**src/rtl/modexp_sqmul.sv**
```systemverilog
module modexp_sqmul #(
  parameter int W = 16
) (
  input  logic         clk,
  input  logic         rst_n,
  input  logic         start,
  input  logic [W-1:0] base_i,
  input  logic [W-1:0] exp_i,
  input  logic [W-1:0] mod_i,
  output logic         busy,
  output logic         done,
  output logic [W-1:0] result
);
  localparam int PW = 2 * W;
  localparam int CW = $clog2(PW + 1);
  localparam int BW = $clog2(W + 1);

  typedef enum logic [2:0] {S_IDLE, S_LOAD, S_STEP, S_MUL, S_SQR} st_t;

  st_t           st;
  logic [W-1:0]  nmod, acc, sqv, ebits;
  logic [BW-1:0] bitcnt;
  logic [PW-1:0] prod;
  logic [W:0]    rem;
  logic [CW-1:0] rcnt;

  logic [W:0] trial, rem_nxt;
  logic       red_last;

  assign busy     = (st != S_IDLE);
  assign trial    = {rem[W-1:0], prod[PW-1]};
  assign rem_nxt  = (trial >= {1'b0, nmod}) ? trial - {1'b0, nmod} : trial;
  assign red_last = (rcnt == '0);

  always_ff @(posedge clk or negedge rst_n) begin
    if (!rst_n) begin
      st     <= S_IDLE;
      nmod   <= '0;
      acc    <= '0;
      sqv    <= '0;
      ebits  <= '0;
      bitcnt <= '0;
      prod   <= '0;
      rem    <= '0;
      rcnt   <= '0;
      done   <= 1'b0;
      result <= '0;
    end else begin
      done <= 1'b0;
      case (st)
        S_IDLE: if (start) begin
          nmod   <= mod_i;
          ebits  <= exp_i;
          acc    <= {{(W-1){1'b0}}, (mod_i != W'(1))};
          prod   <= {{W{1'b0}}, base_i};
          rem    <= '0;
          rcnt   <= CW'(PW);
          bitcnt <= BW'(W);
          st     <= S_LOAD;
        end
        S_STEP: begin
          if (bitcnt == '0) begin
            result <= acc;
            done   <= 1'b1;
            st     <= S_IDLE;
          end else begin
            rem  <= '0;
            rcnt <= CW'(PW);
            if (ebits[0]) begin
              prod <= PW'(acc) * PW'(sqv);
              st   <= S_MUL;
            end else begin
              prod <= PW'(sqv) * PW'(sqv);
              st   <= S_SQR;
            end
          end
        end
        default: begin
          if (!red_last) begin
            rem  <= rem_nxt;
            prod <= prod << 1;
            rcnt <= rcnt - CW'(1);
          end else if (st == S_LOAD) begin
            sqv <= rem[W-1:0];
            st  <= S_STEP;
          end else if (st == S_MUL) begin
            acc  <= rem[W-1:0];
            prod <= PW'(sqv) * PW'(sqv);
            rem  <= '0;
            rcnt <= CW'(PW);
            st   <= S_SQR;
          end else begin
            sqv    <= rem[W-1:0];
            ebits  <= ebits >> 1;
            bitcnt <= bitcnt - BW'(1);
            st     <= S_STEP;
          end
        end
      endcase
    end
  end

  p_rem_below_mod_r1: assert property (@(posedge clk) disable iff (!rst_n)
    (busy && st != S_STEP) |-> (rem < {1'b0, nmod}));

  p_result_below_mod_r1: assert property (@(posedge clk) disable iff (!rst_n)
    done |-> (result < nmod));

  p_accept_start_r6: assert property (@(posedge clk) disable iff (!rst_n)
    (start && !busy) |=> busy);

  p_done_single_r6: assert property (@(posedge clk) disable iff (!rst_n)
    done |=> !done);

  p_done_idle_r6: assert property (@(posedge clk) disable iff (!rst_n)
    done |-> !busy);

  p_ignore_start_r8: assert property (@(posedge clk) disable iff (!rst_n)
    (start && busy) |=> $stable(nmod));

  p_result_hold_r9: assert property (@(posedge clk) disable iff (!rst_n)
    1'b1 |=> (done || $stable(result)));
endmodule

```
**config.mk**
```make
export PLATFORM = sky130hd
export DESIGN_NAME = modexp_sqmul
export DESIGN_NICKNAME = d
export VERILOG_FILES = /design/src/rtl/modexp_sqmul.sv
export SDC_FILE = /design/constraint.sdc
export NUM_CORES = 1
export LEC_CHECK = 0
export ABC_AREA = 1
export BUFFER_PORTS_ARGS = -buffer_cell sky130_fd_sc_hd__buf_2
export CAP_MARGIN = 0
export CORE_AREA = 2 2 180 315
export DETAILED_ROUTE_END_ITERATION = 12
export DIE_AREA = 0 0 182 317
export MAX_ROUTING_LAYER = met4
export PLACE_DENSITY_LB_ADDON = 0.2
export SKIP_LAST_GASP = 1
export SYNTH_ARGS = -nofsm -noshare
export SYNTH_HDL_FRONTEND = slang
export SYNTH_SLANG_ARGS = --single-unit
```
**constraint.sdc**
```tcl
create_clock -name clk -period 7.8 [get_ports clk]
set_clock_uncertainty 0.15 [all_clocks]
set_input_delay 0.39 -clock clk [delete_from_list [all_inputs] [get_ports clk]]
set_output_delay 0.39 -clock clk [all_outputs]
set_load 0.05 [all_outputs]
```
* After elaboration in Yosys (flattened, before gate mapping)
Cells that the tools add are included.
** Word-level totals
- Bits in registers :: 143
- Output and inout bits :: 18
- Logic and storage cells :: 91
** Cells by class
- Add/sub/neg operators :: 3
- Multipliers :: 2
- $lt $le $gt $ge :: 1
- Equal/unequal tests :: 11
- Multiplexer cells :: 46
- Bitwise logic cells :: 2
- Reductions and logical operators :: 15
** Operator list (number)
- 2-to-1 mux 16 bit :: 16
- 2-to-1 mux 32 bit :: 6
- case mux 16 bit (2 select lines) :: 3
- multiplier 16 x 16 -> 32 bit :: 2
- case mux 32 bit (2 select lines) :: 1
- 2-to-1 mux 6 bit :: 5
- 2-to-1 mux 5 bit :: 4
- 2-to-1 mux 3 bit :: 6
- greater-or-equal comparator 17 x 16 -> 1 bit :: 1
- inequality test 16 x 1 -> 1 bit, second input constant :: 1
- subtractor 16 bit :: 1
- case mux 6 bit (2 select lines) :: 1
- case mux 5 bit (2 select lines) :: 1
- AND reduction 5 bit :: 2
- == test 3 x 2 -> 1 bit, second input constant :: 2
- zero test 6 bit :: 1
- inequality test 2 bit, second input constant :: 3
- case mux 3 bit (2 select lines) :: 1
- AND reduction 2 bit :: 3
- nonzero test 3 bit :: 2
- subtractor 6 x 1 -> 6 bit, second input constant :: 1
- zero test 5 bit :: 1
- subtractor 5 x 1 -> 5 bit, second input constant :: 1
- inequality test 2 x 1 -> 1 bit, second input constant :: 2
- other kinds (10) :: 13

* Depth between registers and ports, before layout
Gate-level depths: netlist of the first run.
- Word-level depth :: 5
- Gate-level depth with buffers :: 31
- Mapped depth without buffers :: 29

* Worst setup path before layout of the first run
OpenSTA, ideal clock, no wires.
- Path type :: register to register
- Start :: register sqv[3]
- End :: register prod[21]
- Setup time :: 0.117 ns
- Arrival time :: 5.403 ns
- Slack :: 2.130 ns
- Cell stages (with the launch flop) :: 28
- Path through :: dfrtp_1 -> clkbuf_1 -> nand2_1 -> inv_1 -> fa_1 -> inv_1 -> fa_1 -> inv_1 -> fa_1 -> inv_1 -> fa_1 -> inv_1 -> fa_1 -> inv_1 -> fa_1 -> inv_1 -> ha_1 -> nand2_1 -> inv_1 -> a21oi_1 -> nand3_1 -> nand2_1 -> nand2_1 -> or2_2 -> nand3_1 -> nand3_1 -> o21ai_1 -> inv_1
** Between the ends
- Word-level cells in the longest chain between the ends :: 5
- Elaborated cells between the ends (all ways) :: 8
- Classes of those cells :: 2 x mul; 6 x mux
** Ends and longest elaborated chain
- start, declared :: line 21 : logic [W-1:0] nmod, acc, sqv, ebits;
- start signal, assigned :: line 84 : sqv <= rem[W-1:0];
- start signal, assigned :: line 93 : sqv <= rem[W-1:0];
- multiplier 16 x 16 -> 32 bit :: line 73, 88
- 2-to-1 mux 32 bit :: line 86 : end else if (st == S_MUL) begin
- 2-to-1 mux 32 bit :: line 83 : end else if (st == S_LOAD) begin
- 2-to-1 mux 32 bit :: line 79 : if (!red_last) begin
- case mux 32 bit (2 select lines) (*) :: line 50 : case (st)
- end signal, assigned :: line 55 : prod <= {{W{1'b0}}, base_i};
- end signal, assigned :: line 81 : prod <= prod << 1;
- end signal, assigned :: line 88 : prod <= PW'(sqv) * PW'(sqv);
- end, declared :: line 23 : logic [PW-1:0] prod;
Every way passes the cells marked *; elsewhere a longest branch is shown, timed or not. The select of a mux whose other input is x is not followed.
A chain may end at the register's enable or synchronous reset.

* Worst setup path after layout of the first run
- Start :: register sqv[8]
- End :: register prod[13]
The elaborated chain is that of the path after synthesis.

==> metrics, run 1 <==
LEAKAGE 16.2 nW; Setup-failing EPs final 0; grt ovf 0; Int Pwr 1.38 mW; Die Width 182 µm; type of the tightest min-delay check in -> reg; residual DRC count 0; average footprint of a synthesized cell 7.39 µm²; share of synthesized area occupied by flip-flops and latches 14.6%; Max Clk Rate 0.148 GHz; met2 wire length 37600 µm; net count reported at finish 3988; critical-path cell with the highest stage delay sky130_fd_sc_hd__dfrtp_1; number of DRC violations after detailed-routing iteration 0 943; buffers from clock root to sink, at most 3; pin count of the biggest net entering global routing 98; Final TNS setup 0 ns; # clock sinks 143; minimum hold slack 0.0103 ns; area of the core region 0.0551 mm²; endpoint type of the worst setup path flop; clock buffers created by TritonCTS 25; via count of the first global-routing pass 21540; critical path start-end classification reg -> reg; fin worst setup slack 1.03 ns; number of buffers and inverters on the critical path 10; data arrival at the endpoint of the critical path 7.00 ns; logic gate share of total power 3.5%; Final Util 48.1%; Post-Syn Nets 3953; root buf cell sky130_fd_sc_hd__clkbuf_16; post-layout minimum cycle time 6.77 ns; per-cell via count in the routed design 5.08; total wire length 72100 µm; Max VDD drop 0.000282 V; Max stage delay on crit path 0.66 ns; remaining antenna violation count after routing 0; cell type with the highest occurrence count on the critical path sky130_fd_sc_hd__inv_1; pwr dens 67.0 mW/mm²; DP Wirelength 60200 µm; final weighted congestion of routability-driven global placement 1.00; number of antenna cells inserted 0; clock tree from TritonCTS built; Placed Instance Area 0.0256 mm²; switching power 0.399 mW; top library cells by usage in the layout, fill and taps aside 878 x sky130_fd_sc_hd__inv_1, 863 x sky130_fd_sc_hd__nand2_1, 357 x sky130_fd_sc_hd__fa_1, 224 x sky130_fd_sc_hd__ha_1, 143 x sky130_fd_sc_hd__dfrtp_1; worst-margin pin slew 1.00 ns; Synth async-reset ratio 100%; routed wire length on met3 2950 µm; Max-slew headroom 32.9%; CP Data Required Time 8.03 ns; flip-flop and latch count after synthesis 143; layout cell share with drive strength beyond 1 5.77%; average wire per standard cell 17.8 µm; placed cells 4007; cells resized by post-CTS repair 0; vertical die dimension 317 µm; sequential fraction of design power 43.0%; most frequent standard cell in the layout excluding fill and tap cells sky130_fd_sc_hd__inv_1; number of antenna violations at the first check in global routing 0; layout overhead on the synthesized area 7.86%; worst setup slack before clock tree synthesis 1.12 ns; area of the die 0.0577 mm²; result of the run finished clean; total of hold buffers inserted after clock tree synthesis 18; Met1 Wirelength 27100 µm; clock network power share 53.5%; post-synthesis cell count 3321; max capacitance violation total 0; switching portion of total power 22.4%; clock insertion delay at the later pin of the skew report 0.50 ns; effective utilization at floorplan 44.6%; Site Rows 114; final critical-path share of the clock period 86.8%; sum of internal, switching and leakage power 1.78 mW; CTS clock-pin slew for the worst setup and hold paths 0.07 ns; Synthesis Warnings 0; Filler Cell Count 5631; setup repair after global routing missed its margin no; critical path fanouts, max 17; Largest delay share family, worst path adder cells; count of flip-flops with a built-in enable after synthesis 0; area of all placed cells without fillers 0.0265 mm²; top routing layer in use met4; Distinct cells, synth 51; count of input and output buffers 68; I/O pin cnt 69; final number of max-transition violations 0; total standard cell area after synthesis 0.0246 mm²; buffers inserted during post-CTS setup optimization 0; H-tree lvl count 4; global routing usage summed across all routing layers 26.9%; count of placed standard cells in the final layout, fillers left out 4057; Primary FF master, synth sky130_fd_sc_hd__dfrtp_1; hold violation total from the final report 0; DR pass1 iterations 5; wire length of the first global-routing pass 115000 µm; vias post-DR 20610; crit start category flop
[power groups by stage]
stage	Clock, mW	Sequential, mW	Combinational, mW
after floorplan	0	0.760	0.0200
after global placement	0	0.776	0.0559
after detailed placement	0	0.776	0.0562
after CTS	0.965	0.763	0.0633
after global routing	0.997	0.763	0.0686
final	0.950	0.763	0.0624
[layout make-up]
type	count	area (µm²)	share of cell area, %
multi-input combinational	2163	17100	64.5
sequential	143	3580	13.5
inverter	889	3340	12.6
timing repair buffer	134	925	3.49
tap	696	871	3.29
clock buffer	26	639	2.41
clock inverter	6	55.1	0.208
[cells by family after synthesis]
kind of cell	after synthesis	share of synthesized area, %
xor gates and xnor gates	37	1.32
muxes	4	0.183
buffers and inverters	1015	15.9
DFF	143	14.6
adders and majority gates	581	40.5
and+or+nand+nor	1227	20.5
AOI/OAI and AO/OA	314	7.06
[flip-flops by register name (all words and copies together), names as in the netlist, 3 cells and up]
register / cells
st: 3
result: 16
ebits: 16
prod: 32
bitcnt: 5
sqv: 16
rcnt: 6
nmod: 16
acc: 16
rem: 16
[final timing paths]
path / start / end / slack [ns] / depth (start not counted)
setup / recovery: sqv[8] / prod[13] / 1.03 / 25
hold / removal: exp_i[11] / ebits[11] / 0.01 / 3
setup reg to reg: sqv[8] / prod[13] / 1.03 / 25
hold reg to reg: bitcnt[4] / bitcnt[4] / 0.32 / 2
max in group asynchronous: rst_n / prod[26] / 5.75 / 3
min in group asynchronous: rst_n / ebits[7] / 0.39 / 2
[synthesized netlist by cell type (all sizes together), types with 4 or more instances]
cell	instances	area, µm²
xor2	18	158
clkbuf	95	357
or2	22	138
nor2	142	561
nand3b	10	75.1
o22ai	4	25.0
inv	889	3340
o21ai	120	604
nor3	17	90.1
o21a	4	30.0
fa	357	7150
nand4	18	113
dfrtp	143	3580
a21o	7	52.6
mux2	4	45.0
a31oi	18	113
nand2	870	3290
ha	224	2800
nand3	143	728
a22oi	4	30.0
o211ai	5	37.5
a21oi	126	631
xnor2	19	166
o21bai	12	90.1
buf	31	203
[layer usage]
| layer | up-vias | global-route usage (%) |
|---|---|---|
| met5 | - | - |
| met4 | 0 | 14.2 |
| met3 | 171 | 2.21 |
| met2 | 522 | 48.2 |
| met1 | 10027 | 29.7 |
| li1 | 9890 | - |
[worst reg2reg max path, delay by kind of cell (launching register included)]
kind	cells	cell delay, ns
buffers and inverters	10	0.87
AOI/OAI and AO/OA	2	0.31
adders and majority gates	7	3.44
DFF	1	0.66
and+or+nand+nor	6	1.23
Note: power is estimated with default switching activity, not from simulation.
==> run 2, diff against run 1 <==
--- a/config.mk
+++ b/config.mk
@@ -8,9 +8,9 @@
 export ABC_AREA = 1
 export BUFFER_PORTS_ARGS = -buffer_cell sky130_fd_sc_hd__buf_2
 export CAP_MARGIN = 0
-export CORE_AREA = 2 2 180 315
+export CORE_AREA = 2 2 227 397
 export DETAILED_ROUTE_END_ITERATION = 12
-export DIE_AREA = 0 0 182 317
+export DIE_AREA = 0 0 229 399
 export MAX_ROUTING_LAYER = met4
 export PLACE_DENSITY_LB_ADDON = 0.2
 export SKIP_LAST_GASP = 1
==> run 2 against run 1 <==
Against the previous run:
- hold slack better by 0.016 ns
- first-iteration DRC count rose by 3.0%
- die area up 58%
- highest routed layer unchanged
- sequential share of layout area decreased by 0.15 points
- design area grew 1.2%
- critical path depth stayed put
- fmax grew 1.4%
- routed wire length rose by 14%
- core utilization fell by 18 points
==> metrics, run 2 (synthesized netlist as in run 1, its figures left out) <==
result of the run finished clean; Max Clk Rate 0.150 GHz (+1.4%); number of antenna violations at the first check in global routing 0 (unchanged); Largest register FFs 32 (unchanged); CTS clock-pin slew for the worst setup and hold paths 0.07 ns (about the same); total wire length 82500 µm (+14%); layout cell share with drive strength beyond 1 5.83% (+0.059 points); remaining antenna violation count after routing 0 (unchanged); hold depth 3 (unchanged); worst-margin pin slew 0.989 ns (-0.0162 ns); number of antenna cells inserted 0 (unchanged); # clock sinks 143 (unchanged); sum of internal, switching and leakage power 1.71 mW (-3.5%); number of DRC violations after detailed-routing iteration 0 971 (+3.0%); Site Rows 144 (+26%); clock insertion delay at the later pin of the skew report 0.45 ns (-0.05 ns); vertical die dimension 399 µm (+26%); Die Width 229 µm (+26%); buffers from clock root to sink, at most 2 (-1); via count of the first global-routing pass 22291 (+3.5%); Max VDD drop 0.000157 V (-44%); Biggest register prod; effective utilization at floorplan 27.9% (-17 points); final critical-path share of the clock period 85.6% (-1.2 points); area of the die 0.0914 mm² (+58%); most frequent standard cell in the layout excluding fill and tap cells sky130_fd_sc_hd__inv_1; LEAKAGE 16.1 nW (-0.76%); hold violation total from the final report 0 (unchanged); wire length of the first global-routing pass 129000 µm (+12%); final weighted congestion of routability-driven global placement 0.978 (-2.6%); endpoint of the most critical register-to-register path prod[23]; pwr dens 63.9 mW/mm² (-4.6%); setup repair after global routing missed its margin no; hold endpoint ebits[15]; grt ovf 0 (unchanged); post-layout minimum cycle time 6.68 ns (-0.0902 ns); area of the core region 0.0879 mm² (+60%); critical path fanouts, max 21 (+4); per-cell via count in the routed design 4.54 (-11%); count of input and output buffers 68 (unchanged); average wire per standard cell 18.3 µm (+2.8%); startpoint of the worst-slack reg-to-reg timing path sqv[9]; type of the tightest min-delay check in -> reg; data arrival at the endpoint of the critical path 6.87 ns (-0.13 ns); net count reported at finish 3963 (-0.63%); DP Wirelength 68700 µm (+14%); top library cells by usage in the layout, fill and taps aside 878 x sky130_fd_sc_hd__inv_1, 863 x sky130_fd_sc_hd__nand2_1, 357 x sky130_fd_sc_hd__fa_1, 224 x sky130_fd_sc_hd__ha_1; root buf cell sky130_fd_sc_hd__clkbuf_16; pin count of the biggest net entering global routing 78 (-20%); I/O pin cnt 69 (unchanged); residual DRC count 0 (unchanged); vias post-DR 20471 (-0.67%); Final TNS setup 0 ns (unchanged); reg-to-reg setup timing slack 1.12 ns (+0.09 ns); clock buffers created by TritonCTS 17 (-32%); count of cells along the worst register-to-register path 25 (unchanged); H-tree lvl count 4 (unchanged); DR pass1 iterations 5 (unchanged); cells resized by post-CTS repair 0 (unchanged); Max-slew headroom 33.9% (+1.1 points); source of the worst hold timing path exp_i[15]; Setup-failing EPs final 0 (unchanged); critical path start-end classification reg -> reg; layout overhead on the synthesized area 9.14%; CP Data Required Time 7.99 ns (-0.04 ns); Filler Cell Count 9959 (+77%); max capacitance violation total 0 (unchanged); clock tree from TritonCTS built; global routing usage summed across all routing layers 19.2% (-7.7 points); endpoint type of the worst setup path flop; crit start category flop; final number of max-transition violations 0 (unchanged)
-- run 2: repair_timing --
item | 4_1_cts | 5_1_grt
hold buffers | 1 | 0
endpoints found under the hold margin | 76 | 0
setup buffers | 0 | 0
-- run 2: area by class of cell --
type | instances | area [µm²] | area share, %
clock buffer | 18 | 439 | 1.64
inverter | 889 | 3340 | 12.5
sequential | 143 | 3580 | 13.4
timing repair buffer | 117 | 717 | 2.68
tap | 1168 | 1460 | 5.45
clock inverter | 14 | 179 | 0.668
multi-input combinational | 2163 | 17100 | 63.8
-- run 2: worst max-delay path by stage --
stage | start | end | slack (ns)
2_1_floorplan | sqv[3] | prod[21] | 2.13
3_3_place_gp | sqv[9] | prod[23] | 1.10
3_5_place_dp | sqv[9] | prod[23] | 1.16
4_1_cts | sqv[9] | prod[23] | 1.13
5_1_grt | sqv[9] | prod[23] | 0.78
6_report | sqv[9] | prod[23] | 1.12
-- run 2: metrics by stage --
step | utilization, % | area [µm²] | setup WS [ns] | hold slack, ns | cells
finish | 30.5 | 26800 | 1.12 | 0.0260 | 4512
global route | 30.5 | 26800 | 0.781 | 0.0399 | 4512
CTS | 30.5 | 26800 | 1.13 | 0.0143 | 4512
detailed placement | 29.8 | 26200 | 1.16 | 0.313 | 4479
global placement | 29.8 | 26200 | 1.10 | 0.311 | 4479
floorplan | - | 24600 | 2.13 | -0.0556 | 3321
-- run 2: routing by layer --
| layer | share of wire [%] | up-vias | wire length (µm) | global-route usage (%) |
|---|---|---|---|---|
| li1 | - | 9837 | - | - |
| met1 | 38 | 10078 | 30900 | 19.9 |
| met2 | 55 | 420 | 45500 | 36.9 |
| met3 | 2.4 | 136 | 1980 | 1.13 |
| met4 | 4.9 | 0 | 4070 | 8.48 |
| met5 | 0 | - | 0 | - |
-- run 2: report_power, final --
group	internal (mW)	switching, mW
sequential	0.745	0.0208
combinational	0.0153	0.0389
clock	0.518	0.375
-- run 2: critical path, cell delays in order, from the launching register on --
cell                      delay (ns)
sky130_fd_sc_hd__dfrtp_1        0.90
sky130_fd_sc_hd__buf_4          0.43
sky130_fd_sc_hd__nand2_1        0.11
sky130_fd_sc_hd__fa_1           0.49
sky130_fd_sc_hd__inv_1          0.05
sky130_fd_sc_hd__fa_1           0.49
sky130_fd_sc_hd__inv_1          0.06
sky130_fd_sc_hd__fa_1           0.52
sky130_fd_sc_hd__inv_1          0.05
sky130_fd_sc_hd__fa_1           0.46
sky130_fd_sc_hd__fa_1           0.53
sky130_fd_sc_hd__inv_1          0.06
sky130_fd_sc_hd__fa_1           0.48
sky130_fd_sc_hd__inv_1          0.04
sky130_fd_sc_hd__ha_1           0.33
sky130_fd_sc_hd__nand2_1        0.15
sky130_fd_sc_hd__inv_1          0.06
sky130_fd_sc_hd__a21oi_1        0.24
sky130_fd_sc_hd__nand3_1        0.23
sky130_fd_sc_hd__nand2_1        0.11
sky130_fd_sc_hd__nand2_1        0.07
sky130_fd_sc_hd__or2_1          0.21
sky130_fd_sc_hd__nand3_1        0.14
sky130_fd_sc_hd__nand3_1        0.10
sky130_fd_sc_hd__nand2_1        0.07
sky130_fd_sc_hd__inv_1          0.03
